**src/rtl/link_sleep_seq.sv**
```systemverilog
module link_sleep_seq #(
  parameter int HOLD_W   = 8,
  parameter int CNT_W    = 6,
  parameter int DEF_HOLD = 10
) (
  input  logic              clk,
  input  logic              rst_n,
  input  logic              ms_tick,
  input  logic              dev_cap,
  input  logic              feat_en,
  input  logic [CNT_W-1:0]  cmd_pending,
  input  logic              sleep_req,
  input  logic              wake_req,
  input  logic              wake_sel,
  input  logic [HOLD_W-1:0] min_hold_cfg,
  input  logic              phy_tx_req,
  input  logic              phy_rx_act,
  input  logic              cmd_submit,
  output logic              sleep_line,
  output logic              phy_pd_en,
  output logic              tx_req_out,
  output logic              rx_act_out,
  output logic              wake_comwake,
  output logic              wake_comreset,
  output logic              cmd_err,
  output logic              cmd_fwd
);

  localparam logic [HOLD_W-1:0] FLOOR   = HOLD_W'(DEF_HOLD);
  localparam logic [HOLD_W-1:0] CNT_TOP = '1;

  typedef enum logic [1:0] {ST_AWAKE, ST_ASLEEP, ST_RELEASE} st_t;

  st_t               st;
  logic [HOLD_W-1:0] held_ms;
  logic              wake_pend;
  logic              exit_sel;

  logic [HOLD_W-1:0] hold_need;
  logic              guards_ok;
  logic              hold_met;
  logic              leave_now;

  assign hold_need = (min_hold_cfg < FLOOR) ? FLOOR : min_hold_cfg;
  assign guards_ok = sleep_req && dev_cap && feat_en && (cmd_pending == '0);
  assign hold_met  = held_ms >= hold_need;
  assign leave_now = hold_met && (wake_pend || wake_req);

  always_ff @(posedge clk or negedge rst_n) begin
    if (!rst_n) begin
      st        <= ST_AWAKE;
      held_ms   <= '0;
      wake_pend <= 1'b0;
      exit_sel  <= 1'b0;
    end else begin
      case (st)
        ST_AWAKE: begin
          if (guards_ok) begin
            st        <= ST_ASLEEP;
            held_ms   <= '0;
            wake_pend <= 1'b0;
          end
        end
        ST_ASLEEP: begin
          if (ms_tick && held_ms != CNT_TOP) held_ms <= held_ms + 1'b1;
          if (wake_req) wake_pend <= 1'b1;
          if (leave_now) begin
            st        <= ST_RELEASE;
            exit_sel  <= wake_sel;
            wake_pend <= 1'b0;
          end
        end
        default: st <= ST_AWAKE;
      endcase
    end
  end

  assign sleep_line    = (st == ST_ASLEEP);
  assign phy_pd_en     = sleep_line;
  assign tx_req_out    = phy_tx_req & ~sleep_line;
  assign rx_act_out    = phy_rx_act & ~sleep_line;
  assign wake_comwake  = (st == ST_RELEASE) & ~exit_sel;
  assign wake_comreset = (st == ST_RELEASE) &  exit_sel;
  assign cmd_err       = cmd_submit &  sleep_line;
  assign cmd_fwd       = cmd_submit & ~sleep_line;

endmodule


```
**config.mk**
```make
export PLATFORM = sky130hd
export DESIGN_NAME = link_sleep_seq
export DESIGN_NICKNAME = d
export VERILOG_FILES = /design/src/rtl/link_sleep_seq.sv
export SDC_FILE = /design/constraint.sdc
export NUM_CORES = 1
export LEC_CHECK = 0
export ABC_CLOCK_PERIOD_IN_PS = 3900
export BUFFER_PORTS_ARGS = -buffer_cell sky130_fd_sc_hd__buf_2
export CAP_MARGIN = 15
export CORE_ASPECT_RATIO = 0.5
export CORE_MARGIN = 3
export CORE_UTILIZATION = 25
export DETAILED_ROUTE_END_ITERATION = 8
export SLEW_MARGIN = 20
export SYNTH_ARGS = -nofsm -noshare
export SYNTH_HDL_FRONTEND = slang
export SYNTH_SLANG_ARGS = --single-unit
```
**constraint.sdc**
```tcl
create_clock -name clk -period 3.9 [get_ports clk]
set_input_delay 0.195 -clock clk [delete_from_list [all_inputs] [get_ports clk]]
set_output_delay 0.195 -clock clk [all_outputs]
set_load 0.1 [all_outputs]
```
* After elaboration in Yosys (flattened, before gate mapping)
Index checks and enable logic that the tools add are counted.
** Storage, ports and cells
- Output and inout bits :: 8
- Logic and storage cells :: 46
- Bits of input ports :: 25
- Bits in registers :: 12
** Operators by class
- Order comparisons :: 2
- Reductions and logical operators :: 13
- $add $sub $neg :: 1
- Equality and inequality tests :: 7
- Bitwise logic cells :: 8
- Muxes and demuxes :: 11
** Operators by type and width (number)
- 8-bit two-way mux :: 3
- 8-bit case mux with 2 select lines :: 1
- 8-bit by 1-bit adder with 8-bit output (second input constant) :: 1
- 8-bit >= comparator :: 1
- 8-bit by 4-bit less-than comparator with 1-bit output (second input constant) :: 1
- 8-bit inequality test (second input constant) :: 1
- 1-bit AND :: 6
- 6-bit logical NOT :: 1
- 3-bit AND reduction :: 2
- 1-bit logical AND :: 5
- 2-bit two-way mux :: 2
- 2-bit by 1-bit inequality test with 1-bit output (second input constant) :: 2
- 2-bit case mux with 2 select lines :: 1
- 2-bit AND reduction :: 2
- 1-bit two-way mux :: 3
- 3-bit by 2-bit inequality test with 1-bit output (second input constant) :: 1
- 2-bit by 1-bit equality test with 1-bit output (second input constant) :: 1
- 2-bit equality test (second input constant) :: 1
- 2-bit logical NOT :: 1
- 2-bit inequality test (second input constant) :: 1
- 1-bit inverter :: 2
- 1-bit case mux with 2 select lines :: 1
- 2-bit nonzero test :: 1
- 1-bit logical OR :: 1

* Logic depth before layout (Yosys ltp)
Gate-level depths: netlist of the first run.
- Depth in word-level cells :: 6
- Gate-level depth with buffers :: 9
- Mapped depth without buffers :: 9

* Worst setup path before layout of the first run
No wires, ideal clock.
- Kind :: register -> output
- From :: register st[0]
- To :: output port cmd_fwd
- Path buffers :: 1
- Stages on the path, launching flop included :: 4
- Slack :: 969 ps
- Data arrival time :: 2736 ps
- Cells stage by stage :: dfrtp_1 nor2b_1 clkbuf_1 nor2b_1
** Between the ends
- Longest elaborated chain between the ends :: 3
** Ends and longest elaborated chain
- start: declaration :: line 34 : st_t st;
- start signal: assignment :: line 51 : st <= ST_AWAKE;
- start signal: assignment :: line 59 : st <= ST_ASLEEP;
- start signal: assignment :: line 68 : st <= ST_RELEASE;
- 2-bit by 1-bit equality test with 1-bit output :: line 78 : assign sleep_line = (st == ST_ASLEEP);
- via phy_pd_en :: line 20 : output logic phy_pd_en,
- 1-bit inverter :: line 85 : assign cmd_fwd = cmd_submit & ~sleep_line;
- 1-bit AND :: line 85
- end: declaration :: line 26 : output logic cmd_fwd
The timed path passes the listed nets, and every way through them passes these cells.

* Worst setup path in the final report of the first run
- From :: input port min_hold_cfg[6]
- To :: register exit_sel
** Between the ends
- Longest elaborated chain between the ends :: 5
** Ends and longest elaborated chain
- start: declaration :: line 15 : input logic [HOLD_W-1:0] min_hold_cfg,
- 8-bit by 4-bit less-than comparator with 1-bit output :: line 44 : assign hold_need = (min_hold_cfg < FLOOR) ? FLOOR : min_hold_cfg;
- 8-bit two-way mux (*) :: line 44
- 8-bit >= comparator (*) :: line 46 : assign hold_met = held_ms >= hold_need;
- 1-bit logical AND (*) :: line 47 : assign leave_now = hold_met && (wake_pend || wake_req);
- 2-bit AND reduction (no source line) (*)
- end signal: assignment :: line 69 : exit_sel <= wake_sel;
- end: declaration :: line 37 : logic exit_sel;
Mark *: on every way between the ends. The rest lies on a longest branch, timed or not.
A chain may end at the register's enable or synchronous reset.

==> impl_metrics.toml, run 1 <==
[outcome]
status = "completed"

[floorplan]
die_h_um = 47.8
io_pins = 33
fp-row-count = 14
die-area_mm2 = 0.00429
fp.coreArea_mm2 = 0.00317
initial_core_util_pct = 27.6
die_w_um = 89.6

[timing]
fin_crit_sh_pct = 62.8
post-route-min-period_ps = 2450
fmax_ghz = 0.409
fin_worst_skew_ps = 1.65
setup_tns_ps = 0
slew_headroom_pct = 64.0
slew_viol_final = 0
holdWs_ps = 192
rsz0062_at_grt = "no"
worst_pin_slew_ps = 535
hold_viol = 0
finalSetupViolCount = 0

[global_route]
grt_max_degree = 16
use_met1_pct = 10.8
grt_pass1_wl_um = 2990
use_met3_pct = 3.09
gr-total-overflow = 0
met2_usage_pct = 16.9
globalRoute.busiestLayer = "met2"
antenna_found_initial = 0
grt_pass1_vias = 703
gr-usage-all-layers_pct = 9.41

[finish]
area_growth_pct = 31.3
multi_input_area_um2 = 522
diodes = 0
drive_above_1_share_pct = 32.1
nets = 169
fill_cells = 332
fin_cells = 182
regArea_um2 = 300
final_util_pct = 36.2

[yosys]
synthAdderAreaFrac_pct = 12.9
ys_ff_latch = 12
netlist_top_cells_count = "dfrtp_1, ha_1, inv_1"
synth-simple-area-share_pct = 23.6
synth_mux_area_share_pct = 1.29
syn_inst = 99
synth.distinct_cells = 35
synth_edf_count = 0
synth_area_leaders = "dfrtp_1, ha_1, o21ai_0"
yosysMostFrequentCell = "dfrtp_1"
yosys.area.top_type_share_pct = 34.3
syn_avg_cell_area_um2 = 8.83
synth_top_family_by_area = "simple AND/OR/NAND/NOR gates"
synth-compound-area-share_pct = 20.9
yosys.area_share.xor_xnor_pct = 1.00
synth_top_area_cell = "dfrtp_1"
syn-cell-area_um2 = 875
yosys_warnings = 0
synthArstFlopShare_pct = 100
yosys_most_used_dff = "dfrtp_1"
seq_area_frac_synth_pct = 34.3
synth_fp_nets = 133

[critical_path]
crit_type = "in2reg"
path_max_fanout = 4
slowest_delay_ps = 500
crit_chain = "buf_2 -> nor4_1 -> a21boi_0 -> ha_1 -> nand2b_1 -> a2111oi_0 -> nor3_1 -> o311a_1 -> mux2_2"
slowest_stage = "nor4_1"
arrival_ps = 2580
start_kind = "input pin"
cp.required_ps = 4030
critPathCaptureType = "flip-flop"

[clock_tree]
clock-root-buffer = "clkbuf_8"
clock-sinks = 12
path_clk_slew_ps = 60
ctsHoldBuffers = 1
cts_setup_buffers = 0
post_cts_resized = 0
tritoncts = "yes"
cts_buffer_depth = 2
cts_buffers = 3
clk_latency_ps = 240
htree_levels = 1

[power]
swShare_pct = 37.9
combPwrFrac_pct = 33.3
p_per_area_mw_per_mm2 = 409
p_int_mw = 0.292
clkPwrFrac_pct = 29.7
pwr-share-seq_pct = 36.9
ir_drop_uv = 113
power.leakage_nw = 0.559
switchingPower_mw = 0.178

[placement]
dp.cells = 177
dp_hpwl_um = 1600
place.gp.congestion = 0.743
port_buffers = 32

[detailed_routing]
vias_per_cell = 4.61
dr.pass1.iters = 4
postRouteWirelength_um = 1970
wl_per_cell_um = 10.8
drtIter0Drc = 19
remaining_drc_errors = 0
antenna_left = 0
via_count = 839

[worst_hold_path]
hold_class = "in2reg"

[job]
maxCapViolCount = 0
## power groups by stage
stage	Clock, mW	Sequential [mW]	Combinational (mW)
after floorplan	0	0.169	0.122
after global placement	0	0.176	0.154
after detailed placement	0	0.176	0.157
after CTS	0.144	0.174	0.159
after global routing	0.146	0.180	0.174
final	0.140	0.174	0.156
## path summary, 6_finish.rpt
kind                              end  cells past startpoint            start  slack [ps]
setup / recovery             exit_sel                      9  min_hold_cfg[6]        1450
hold / removal               exit_sel                      2         wake_sel         190
setup reg to reg             exit_sel                      7       held_ms[0]        1730
hold reg to reg                 st[0]                      1            st[0]         530
max in group asynchronous       st[1]                      2            rst_n        3330
min in group asynchronous  held_ms[2]                      2            rst_n         360
## per-stage QoR
step / worst slack (ps) / cell area, um2 / total power [mW]
CTS: 1450 / 1150 / 0.477
detailed placement: 1190 / 1080 / 0.332
global placement: 1260 / 1080 / 0.329
finish: 1450 / 1150 / 0.470
global route: 1230 / 1150 / 0.500
floorplan: 969 / 875 / 0.291
## final cells by class
cell class              instances  share of cell area (%)
repair buffers                 34                    15.5
clock buffers                   4                    4.79
inverters                       9                    2.94
multi-input cells              75                    45.4
well taps                      48                    5.23
flip-flops and latches         12                    26.1
## state kept, by name (all words and copies together), names as in the netlist
| register | flops |
|---|---|
| held_ms | 8 |
| wake_pend | 1 |
| exit_sel | 1 |
| st | 2 |
## cells by family (layout without fill, tap and decap cells)
group	count (synthesis)	count (layout)
mux	1	1
fa+ha+maj	9	9
compound gates	28	28
flops	12	12
xor+xnor	1	1
buf+inv	12	47
simple gates	36	36
## cell usage in the layout, fill, tap and decap left out
master,instances
nand2b_1,2
dlygate4sd3_1,1
a211oi_1,1
nor3b_1,1
and2_1,1
or4_1,1
mux2_2,1
nor3_1,3
nor4_1,1
or4_4,1
or2_4,1
or2_2,1
dfrtp_1,12
o21a_1,1
o2bb2ai_1,1
nand4_1,2
buf_4,1
o32ai_1,1
a31oi_1,5
nand3_1,3
nand2_1,7
nor2_1,5
o21ai_0,7
inv_1,9
a2111oi_0,1
buf_2,32
clkbuf_8,4
o311a_1,2
ha_1,9
nand2_4,1
a21oi_1,6
nand4b_1,1
and2_2,1
a21boi_0,1
xnor2_1,1
a41oi_1,2
nor2b_1,4
## critical path, delay by kind of cell
family                   cells  cell delay, ps
multiplexers                 1             280
adder cells (fa/ha/maj)      1             300
buffers and inverters        1             100
AND/OR/NAND/NOR              3             760
AO/OA/AOI/OAI                3             950
## metal layers
layer	wire length [um]	part of all wire (%)	vias to the layer above
met2	950	48	19
met4	8	0.41	0
met3	94	4.8	2
li1	-	-	437
met1	914	46	381
met5	0	0	-
Note: power is estimated with default switching activity, not from simulation.
==> run 2, diff against run 1 <==
- ABC_AREA: unset -> 1
- ABC_CLOCK_PERIOD_IN_PS: 3900 -> 2300
- clock period: 3.9 -> 2.3 ns (I/O delays scaled with it)
==> run 2 against run 1 <==
Flip-flop and latch count unchanged. Via count up 19%. Non-clock buffer count down 1. Die area up 18%. Register-to-register slack worse by 960 ps. Core utilization down 0.67 points. Synthesized cell count up 52%. Clock power up 65%. Largest cell class unchanged. Power up 47%. Combinational power up 37%. Largest power group unchanged. Cell count up 29%.
==> impl_metrics.toml, run 2 <==
[timing]
slew_viol_final = 0
fmax_ghz = 0.566
hold_viol = 0
setup_tns_ps = 0
fin_crit_sh_pct = 76.8
finalSetupViolCount = 0
slew_headroom_pct = 67.4
rsz0062_at_grt = "no"
worst_pin_slew_ps = 492
fin_worst_skew_ps = 2.09
post-route-min-period_ps = 1770

[global_route]
grt_pass1_wl_um = 4030
antenna_found_initial = 0
gr-total-overflow = 0
grt_max_degree = 13
gr-usage-all-layers_pct = 9.71
grt_pass1_vias = 895

[power]
ir_drop_uv = 139
power.leakage_nw = 0.777
p_per_area_mw_per_mm2 = 524
fin_total_pwr_mw = 0.692

[finish]
largest_register = "held_ms"
fill_cells = 395
nets = 219
largest_reg_flops = 8
layout_commonest_cell = "nand2_1"
area_growth_pct = 26.0
drive_above_1_share_pct = 25.5
largestRegisters = "held_ms (8), st (2)"
fin_area_mm2 = 0.00132
final_cell_mix = "nand2_1, buf_2, inv_1"
diodes = 0

[yosys]
syn_inst = 150
yosys_warnings = 0
ys_ff_latch = 12
synth_edf_count = 0
synthArstFlopShare_pct = 100
synth.distinct_cells = 26
syn-cell-area_mm2 = 0.00105
seq_area_frac_synth_pct = 28.6
yosys_most_used_dff = "dfrtp_1"
yosysMostFrequentCell = "nand2_1"
yosys.area.top_type_share_pct = 28.6
synth_fp_nets = 184
synth_top_area_cell = "dfrtp_1"
netlist_top_cells_count = "nand2_1, inv_1, nor2_1"
syn_avg_cell_area_um2 = 6.99
synth_area_leaders = "dfrtp_1, nand2_1, ha_1"

[detailed_routing]
via_count = 997
vias_per_cell = 4.24
drtIter0Drc = 58
postRouteWirelength_um = 2290
antenna_left = 0
remaining_drc_errors = 0
wl_per_cell_um = 9.74
dr.pass1.iters = 4

[clock_tree]
cts_buffer_depth = 2
cts_buffers = 3
post_cts_resized = 0
htree_levels = 1
clk_latency_ps = 240
clock-sinks = 12
clock-root-buffer = "clkbuf_8"
path_clk_slew_ps = 50
tritoncts = "yes"

[placement]
dp_hpwl_um = 1900
place.gp.congestion = 0.767
place_area_mm2 = 0.00126
port_buffers = 32

[outcome]
status = "completed"

[critical_path]
cp.required_ps = 2180
path_max_fanout = 12
crit_type = "reg2out"
critPathLaunch = "st[1]"
start_kind = "flip-flop"
r2r_start = "held_ms[2]"
arrival_ps = 1650
critPathCaptureType = "output port"

[floorplan]
die_w_um = 97.6
initial_core_util_pct = 28.2
io_pins = 33
fp-row-count = 15
fp.coreArea_mm2 = 0.00372
die_h_um = 51.8
die-area_mm2 = 0.00505

[job]
maxCapViolCount = 0

[worst_hold_path]
hold_class = "in2reg"
min_from = "wake_sel"
run 2: cell count changes after synthesis, moves of 4 or more:
cell and change:
a21oi_1 -4, nor2b_1 -4, o21ai_0 -6, nand3_1 +10, nor2_1 +13, a31oi_1 -5
inv_1 +14, nand2_1 +39
run 2: logic make-up (layout without fill, tap and decap cells):
kind of cell / Yosys count / in the layout / synth area share [%]
simple gates: 94 / 94 / 44.7
buf+inv: 28 / 62 / 11.2
flops: 12 / 12 / 28.6
fa+ha+maj: 9 / 9 / 10.7
compound gates: 4 / 4 / 2.15
xor+xnor: 3 / 3 / 2.51
run 2: worst paths after layout:
| kind | endpoint | slack, ps | cells past startpoint |
|---|---|---|---|
| max in group asynchronous | held_ms[4] | 1780 | 2 |
| hold / removal | exit_sel | 130 | 3 |
| setup reg to reg | wake_pend | 770 | 10 |
| hold reg to reg | exit_sel | 530 | 2 |
| setup / recovery | cmd_err | 530 | 4 |
| min in group asynchronous | held_ms[0] | 290 | 2 |
run 2: power breakdown:
part | internal (mW) | leakage [nW] | switching, mW | total (mW)
sequential | 0.229 | 0.160 | 0.0186 | 0.248
combinational | 0.0639 | 0.588 | 0.149 | 0.213
clock | 0.151 | 0.0288 | 0.0795 | 0.231
total | 0.445 | 0.777 | 0.247 | 0.692
run 2: final cells by class:
cell class,count,area (um2),area share (%)
Tap cell,51,63.8,4.83
Timing Repair Buffer,33,170,12.9
Sequential cell,12,300,22.7
Multi-Input combinational cell,110,638,48.3
Inverter,25,93.8,7.10
Clock buffer,4,55.1,4.17
run 2: per-stage QoR:
stage                     cells  utilization [%]  setup slack, ps  hold WS [ps]
after floorplan             150                -              171          -181
after global placement      230             33.8              494          14.3
after detailed placement    230             33.8              433          16.3
after CTS                   235             35.6              501           135
after global routing        235             35.6              417           188
final                       235             35.6              534           130
run 2: repair_timing:
action | 4_1_cts | 5_1_grt
hold buffers | 1 | 0
setup buffers | 0 | 0
endpoints found under the hold margin | 12 | 0
run 2: per-layer routing:
metal | part of all wire [%] | track usage, %
met2 | 43 | 15.8
met4 | 1.3 | 3.45
met3 | 3.5 | 1.61
met5 | 0 | 0
met1 | 52 | 13.2
run 2: critical path, stage by stage, from the launching register on:
cell and delay [ps]:
dfrtp_1 430, nor2_4 310, inv_2 140, nor2_2 90
buf_2 420
==> run 3, diff against run 2 <==
- ABC_AREA: 1 -> 0
- ABC_CLOCK_PERIOD_IN_PS: 2300 -> 1540
- clock period: 2.3 -> 1.54 ns (I/O delays scaled with it)
==> run 3 against run 2 <==
The flow now finishes with violations (negative setup slack). Wire length grew 11%. Clock power grew 51%. Non-clock buffer count is 29 higher. Register-to-register slack worse by 1200 ps. First-iteration DRC count is 41% lower. Sequential share of layout area is 4.6 points lower.
==> impl_metrics.toml, run 3 (synthesized netlist as in run 1, its figures left out) <==
[outcome]
status = "complete, but fails checks"
violations = "negative setup slack"

[placement]
port_buffers = 32
place.gp.congestion = 0.808
dp_hpwl_um = 1890
place_area_mm2 = 0.00142

[critical_path]
crit_type = "reg2reg"
arrival_ps = 2090
path_max_fanout = 3
slowest_stage = "dfrtp_1"
cp.required_ps = 1660
start_kind = "flip-flop"
crit_chain = "inv_2 -> ha_4 -> nand2b_4 -> a2111oi_4 -> nor3_2 -> o311a_1 -> mux2_2"
critPathCaptureType = "flip-flop"
slowest_delay_ps = 400
ff2ff_path_depth = 7

[detailed_routing]
dr.pass1.iters = 4
postRouteWirelength_um = 2540
drtIter0Drc = 34
antenna_left = 0
via_count = 950
vias_per_cell = 4.52
remaining_drc_errors = 0
wl_per_cell_um = 12.1

[clock_tree]
htree_levels = 1
clock-sinks = 12
clk_latency_ps = 240
cts_buffers = 3
path_clk_slew_ps = 60
cts_buffer_depth = 2
tritoncts = "yes"
clock-root-buffer = "clkbuf_8"

[timing]
fmax_ghz = 0.509
setup_tns_ps = -1380
fin_worst_skew_ps = 5.09
fin_crit_sh_pct = 128
rsz0062_at_grt = "yes"
slew_viol_final = 0
hold_viol = 0
finalWorstSetupSlack_ps = -425
worst_pin_slew_ps = 486
slew_headroom_pct = 67.8
finalSetupViolCount = 9
holdWs_ps = 83.7
post-route-min-period_ps = 1970

[floorplan]
die_w_um = 89.6
die_h_um = 47.8
io_pins = 33
die-area_mm2 = 0.00429
initial_core_util_pct = 27.6
fp.coreArea_mm2 = 0.00317
fp-row-count = 14

[finish]
layout_commonest_cell = "buf_4"
final_cell_mix = "buf_4, buf_2, dfrtp_1"
largestRegisters = "held_ms (8), st (2)"
diodes = 0
drive_above_1_share_pct = 58.0
largest_register = "held_ms"
area_growth_pct = 89.7
largest_reg_flops = 8
nets = 197
fin_area_mm2 = 0.00166

[job]
maxCapViolCount = 0

[global_route]
gr-total-overflow = 0
grt_pass1_wl_um = 4000
grt_max_degree = 14
antenna_found_initial = 0
grt_pass1_vias = 927
gr-usage-all-layers_pct = 12.4

[power]
ir_drop_uv = 374
power.leakage_nw = 0.787
p_per_area_mw_per_mm2 = 1010

[worst_hold_path]
hold_class = "in2reg"
hold_depth = 2
==> run 3: layout make-up <==
class / instances / area (um2)
clock buffer: 4 / 55.1
fill: 287 / 1510
multi-input combinational: 75 / 708
timing repair buffer: 62 / 502
tap: 48 / 60.1
inverter: 9 / 33.8
sequential: 12 / 300
==> run 3: path summary, 6_finish.rpt <==
path	startpoint	endpoint	slack, ps
worst min register to register	held_ms[5]	held_ms[5]	590
worst max register to register	held_ms[0]	exit_sel	-430
worst max-delay path	held_ms[0]	exit_sel	-430
worst min-delay path	wake_sel	exit_sel	80
max in group asynchronous	rst_n	held_ms[5]	1060
min in group asynchronous	rst_n	held_ms[3]	250
==> run 3: report_power, final <==
part	switching, mW	internal, mW
registers	0.0393	0.368
clock network	0.122	0.226
logic	0.450	0.463
total	0.611	1.06
==> run 3: critical path, delay by kind of cell, from the launching register on <==
kind,cells,cell delay [ps]
compound gates,2,630
flops,1,400
mux,1,280
simple gates,2,230
fa+ha+maj,1,200
buf+inv,1,100
==> run 3: timing repair <==
item | CTS | global route
hold endpoints to repair | 12 | 0
buffers inserted | 4 | 6
hold buffers | 1 | 0
pin swaps | 8 | 4
endpoints found under the setup margin | 13 | 13
gates resized for setup | 12 | 7
==> run 3: stage by stage <==
| step | std cells | utilization [%] | setup slack (ps) | total power [mW] |
|---|---|---|---|---|
| 2_1_floorplan | 99 | - | -477 | 0.856 |
| 3_3_place_gp | 196 | 44.7 | -693 | 1.13 |
| 3_5_place_dp | 196 | 44.7 | -775 | 1.14 |
| 4_1_cts | 205 | 50.0 | -427 | 1.62 |
| 5_1_grt | 210 | 52.3 | -533 | 1.78 |
| 6_report | 210 | 52.3 | -425 | 1.67 |
==> run 3: layer usage <==
metal / share of wire [%] / GRT usage (%)
met2: 48 / 22.5
met1: 47 / 15.4
met3: 4.6 / 3.09
met4: 0.75 / 2.67
met5: 0 / 0
